File: src/rtl/pe_lock_flags.sv
module pe_lock_flags #(
  parameter int N_PE = 4,
  parameter int OPW  = 32
) (
  input  logic                  clk,
  input  logic                  rst_n,
  input  logic [2*N_PE-1:0]     op_i,
  input  logic [OPW*N_PE-1:0]   operand_i,
  output logic [N_PE-1:0]       flags_o,
  output logic [N_PE-1:0]       busy_o,
  output logic [N_PE-1:0]       stall_o
);

  localparam logic [1:0] OP_LOCK = 2'd1;
  localparam logic [1:0] OP_TRY  = 2'd2;
  localparam logic [1:0] OP_REL  = 2'd3;

  logic [N_PE-1:0] take;
  logic [N_PE-1:0] drop;

  always_comb begin
    drop = '0;
    for (int i = 0; i < N_PE; i++)
      if (op_i[2*i +: 2] == OP_REL)
        drop = drop | operand_i[OPW*i +: N_PE];
  end

  for (genvar g = 0; g < N_PE; g++) begin : g_pe
    logic [1:0] code;
    assign code       = op_i[2*g +: 2];
    assign take[g]    = (code == OP_LOCK) || (code == OP_TRY);
    assign busy_o[g]  = (code == OP_TRY)  && flags_o[g];
    assign stall_o[g] = (code == OP_LOCK) && flags_o[g];

    always_ff @(posedge clk or negedge rst_n)
      if (!rst_n) flags_o[g] <= 1'b0;
      else        flags_o[g] <= (flags_o[g] | take[g]) & ~drop[g];

    p_take_sets_r2: assert property (@(posedge clk) disable iff (!rst_n)
      take[g] && !drop[g] |=> flags_o[g]);
    p_rise_owner_r3: assert property (@(posedge clk) disable iff (!rst_n)
      $rose(flags_o[g]) |-> $past(take[g]));
    p_release_r6: assert property (@(posedge clk) disable iff (!rst_n)
      drop[g] |=> !flags_o[g]);
    p_stall_keeps_r8: assert property (@(posedge clk) disable iff (!rst_n)
      stall_o[g] && !drop[g] |=> flags_o[g]);
    p_hold_r9: assert property (@(posedge clk) disable iff (!rst_n)
      !take[g] && !drop[g] |=> $stable(flags_o[g]));
  end

endmodule

File: config.mk
export PLATFORM = sky130hd
export DESIGN_NAME = pe_lock_flags
export DESIGN_NICKNAME = d
export VERILOG_FILES = /design/src/rtl/pe_lock_flags.sv
export SDC_FILE = /design/constraint.sdc
export NUM_CORES = 1
export LEC_CHECK = 0
export ABC_AREA = 1
export BUFFER_PORTS_ARGS = -buffer_cell sky130_fd_sc_hd__buf_2
export CAP_MARGIN = 30
export CORE_AREA = 2 2 58 60
export DETAILED_ROUTE_END_ITERATION = 6
export DIE_AREA = 0 0 60 62
export GPL_TIMING_DRIVEN = 0
export PLACE_DENSITY = 0.79
export SKIP_CTS_REPAIR_TIMING = 1
export SLEW_MARGIN = 20
export SYNTH_ARGS = -nofsm -noshare
export SYNTH_HDL_FRONTEND = slang
export SYNTH_SLANG_ARGS = --single-unit
File: constraint.sdc
create_clock -name clk -period 0.8 [get_ports clk]
set_input_delay 0.08 -clock clk [delete_from_list [all_inputs] [get_ports clk]]
set_output_delay 0.08 -clock clk [all_outputs]
set_load 0.02 [all_outputs]
==> run metrics <==
count of max-cap constraint violations 0; max-slew violation total from the final report 0; final hold violation count 0; Post-Place Worst Slack -8.57 ps; clock-pin slew reported for the worst setup and hold paths after clock tree synthesis ~40 ps; Worst Path Max Fanout 3; NetSw approximately 0.33 mW; total area of multi-input combinational cells 305 um2; Critical-path top delay cell dfrtp_1; Clock Power Share 27.2%; power per unit of standard cell area 1130 nW/um2; placer's final routability congestion estimate 0.672; Layout Cells excl Fill 164; Filler Cells Inserted between 300 and 400; Worst Path Required slightly above 700 ps; residual overflow from global routing 0; type of the most critical hold path input port to register; DRC Markers 0; Worst EP arrival between 800 and 900 ps; peak supply drop 649 uV; routed wirelength normalized by instance count 8.19 um; global-route wire length before repair 1900 um; count of unique library cells instantiated by Yosys 6; Total Wirelength ~1300 um; setup_tns -1660 ps; proportion of total power due to net switching 35.6%; number of buffer cells added on primary ports 37; clock period minus final worst setup slack 970 ps; Layout Area Growth over Synthesis 70.6%; overall global routing resource usage 7.56%; number of flip-flops in the largest register 4; Chip Height 62 um; worst setup slack after layout -170 ps; registers with the most flip-flops flags_o x4; number of antenna violations at the first check in global routing 0; syn avg cell area 6.32 um2; clock tree from TritonCTS done; floorplan die area 3720 um2; Worst path most repeated cell buf_6; Top reg by flops flags_o; Final Skew 0 ps; number of placed instances with taps included 159; maximum achievable frequency 1030 MHz; Setup crit end kind primary output; number of nets in the layout between 200 and 300; die outline width 60 um; transition time at the pin with the least slew margin 184 ps; initial drt markers 5; number of top-level pins 150; clock net sink count 4; Finish-stage setup viols 13; worst setup path category register to primary output; worst slew slack as a fraction of its limit between 80 and 90%; Mapped Nets about 230; sequential fraction of design power 28.7%; setup repair after global routing missed its margin true; CP startpoint kind register; fraction of final layout cells sized beyond drive strength 1 36.4%; cell area after placement roughly 720 um2; violations in the final reports setup timing; vias in the first global route roughly 440; clock insertion delay at the later pin of the skew report 240 ps; Final Instance Area between 800 and 900 um2; antenna violation net count after detailed routing 0; internal power consumption 0.598 mW; proportion of synthesized chip area in sequential cells between 20% and 30%; Register Area 100 um2; total inserted antenna cells 0; static leakage 0.546 nW; instance count of the mapped netlist 76; flops & latches, synth 4; drt first pass iters 4; Max Root-Sink Buffers 2; maximum number of pins on one net before global-route repair 5; core area 3180 um2; Final Cycle Share 121%; number of buffers added by the clock tree synthesis step 3; overall power after layout ~0.93 mW; Largest stage delay, worst path 400 ps; run status finished, violations left; DR vias/cell between 3 and 4; effective utilization at floorplan about 15%; final HPWL from detailed placement 1170 um; mapped cell area between 400 and 500 um2; via count of the routed design 555; Gate power share about 44%; crit path cell chain buf_6 > buf_6; total of warnings raised by yosys 0; row cnt 21; # H-tree levels 1; clock tree root buffer cell clkbuf_4
critical path, delay by kind of cell, from the launching register on:
kind / cells / cell delay [ps]
buffers and inverters: 2 / 250
flip-flops: 1 / 400
logic make-up after synthesis:
group | share of synthesized area [%]
and+or+nand+nor | 32.3
buffers and inverters | 15.6
adders and majority gates | 31.2
DFF | 20.8
final cells by class:
cell class	count	area share [%]
tap	46	7.02
multi-input combinational	52	37.3
clock buffer	3	2.75
inverter	20	9.16
timing repair buffer	39	31.6
sequential	4	12.2
power by group through the flow:
| stage | Clock, mW | Combinational, mW | Sequential [mW] |
|---|---|---|---|
| 2_1_floorplan | 0 | 0.151 | 0.301 |
| 3_3_place_gp | 0 | 0.342 | 0.269 |
| 3_5_place_dp | 0 | 0.348 | 0.271 |
| 4_1_cts | 0.264 | 0.350 | 0.269 |
| 5_1_grt | 0.279 | 0.465 | 0.275 |
| 6_report | 0.253 | 0.410 | 0.266 |
cell usage in the layout (no fill, tap or decap):
cell,n
ha_1,12
buf_2,28
clkbuf_4,3
dfrtp_1,4
buf_6,9
inv_2,2
nand2_1,32
buf_4,1
nor2_1,4
dlygate4sd3_1,1
nand3_1,4
inv_1,18
metrics by stage:
stage	hold slack [ps]	util, %
floorplan	-216	-
global placement	-106	22.7
detailed placement	-110	22.7
CTS	-366	23.5
global route	92.1	25.8
finish	84.7	25.8
final timing paths:
kind / cells after the start / from / end / slack (ps)
max in group asynchronous: 2 / rst_n / flags_o[2]$_DFF_PN0_ / 500
max reg2reg: 5 / flags_o[0]$_DFF_PN0_ / flags_o[0]$_DFF_PN0_ / -10
min reg2reg: 4 / flags_o[1]$_DFF_PN0_ / flags_o[1]$_DFF_PN0_ / 620
max: 2 / flags_o[0]$_DFF_PN0_ / flags_o[0] / -170
min in group asynchronous: 2 / rst_n / flags_o[0]$_DFF_PN0_ / 180
min: 4 / operand_i[96] / flags_o[0]$_DFF_PN0_ / 80
synth_stat cells:
cell type   n  area share [%]
nand2_1    32              25
nand3_1     4             4.2
nor2_1      4             3.1
ha_1       12              31
inv_1      20              16
dfrtp_1     4              21
metal layers:
layer  track usage (%)  up-vias  part of all wire, %
met3              6.21        2                   13
met4              3.81        0                  1.3
met1              8.58      228                   41
met5                 0        -                    0
met2              9.94       25                   45
li1                  -      300                    -
Note: power is estimated with default switching activity, not from simulation.
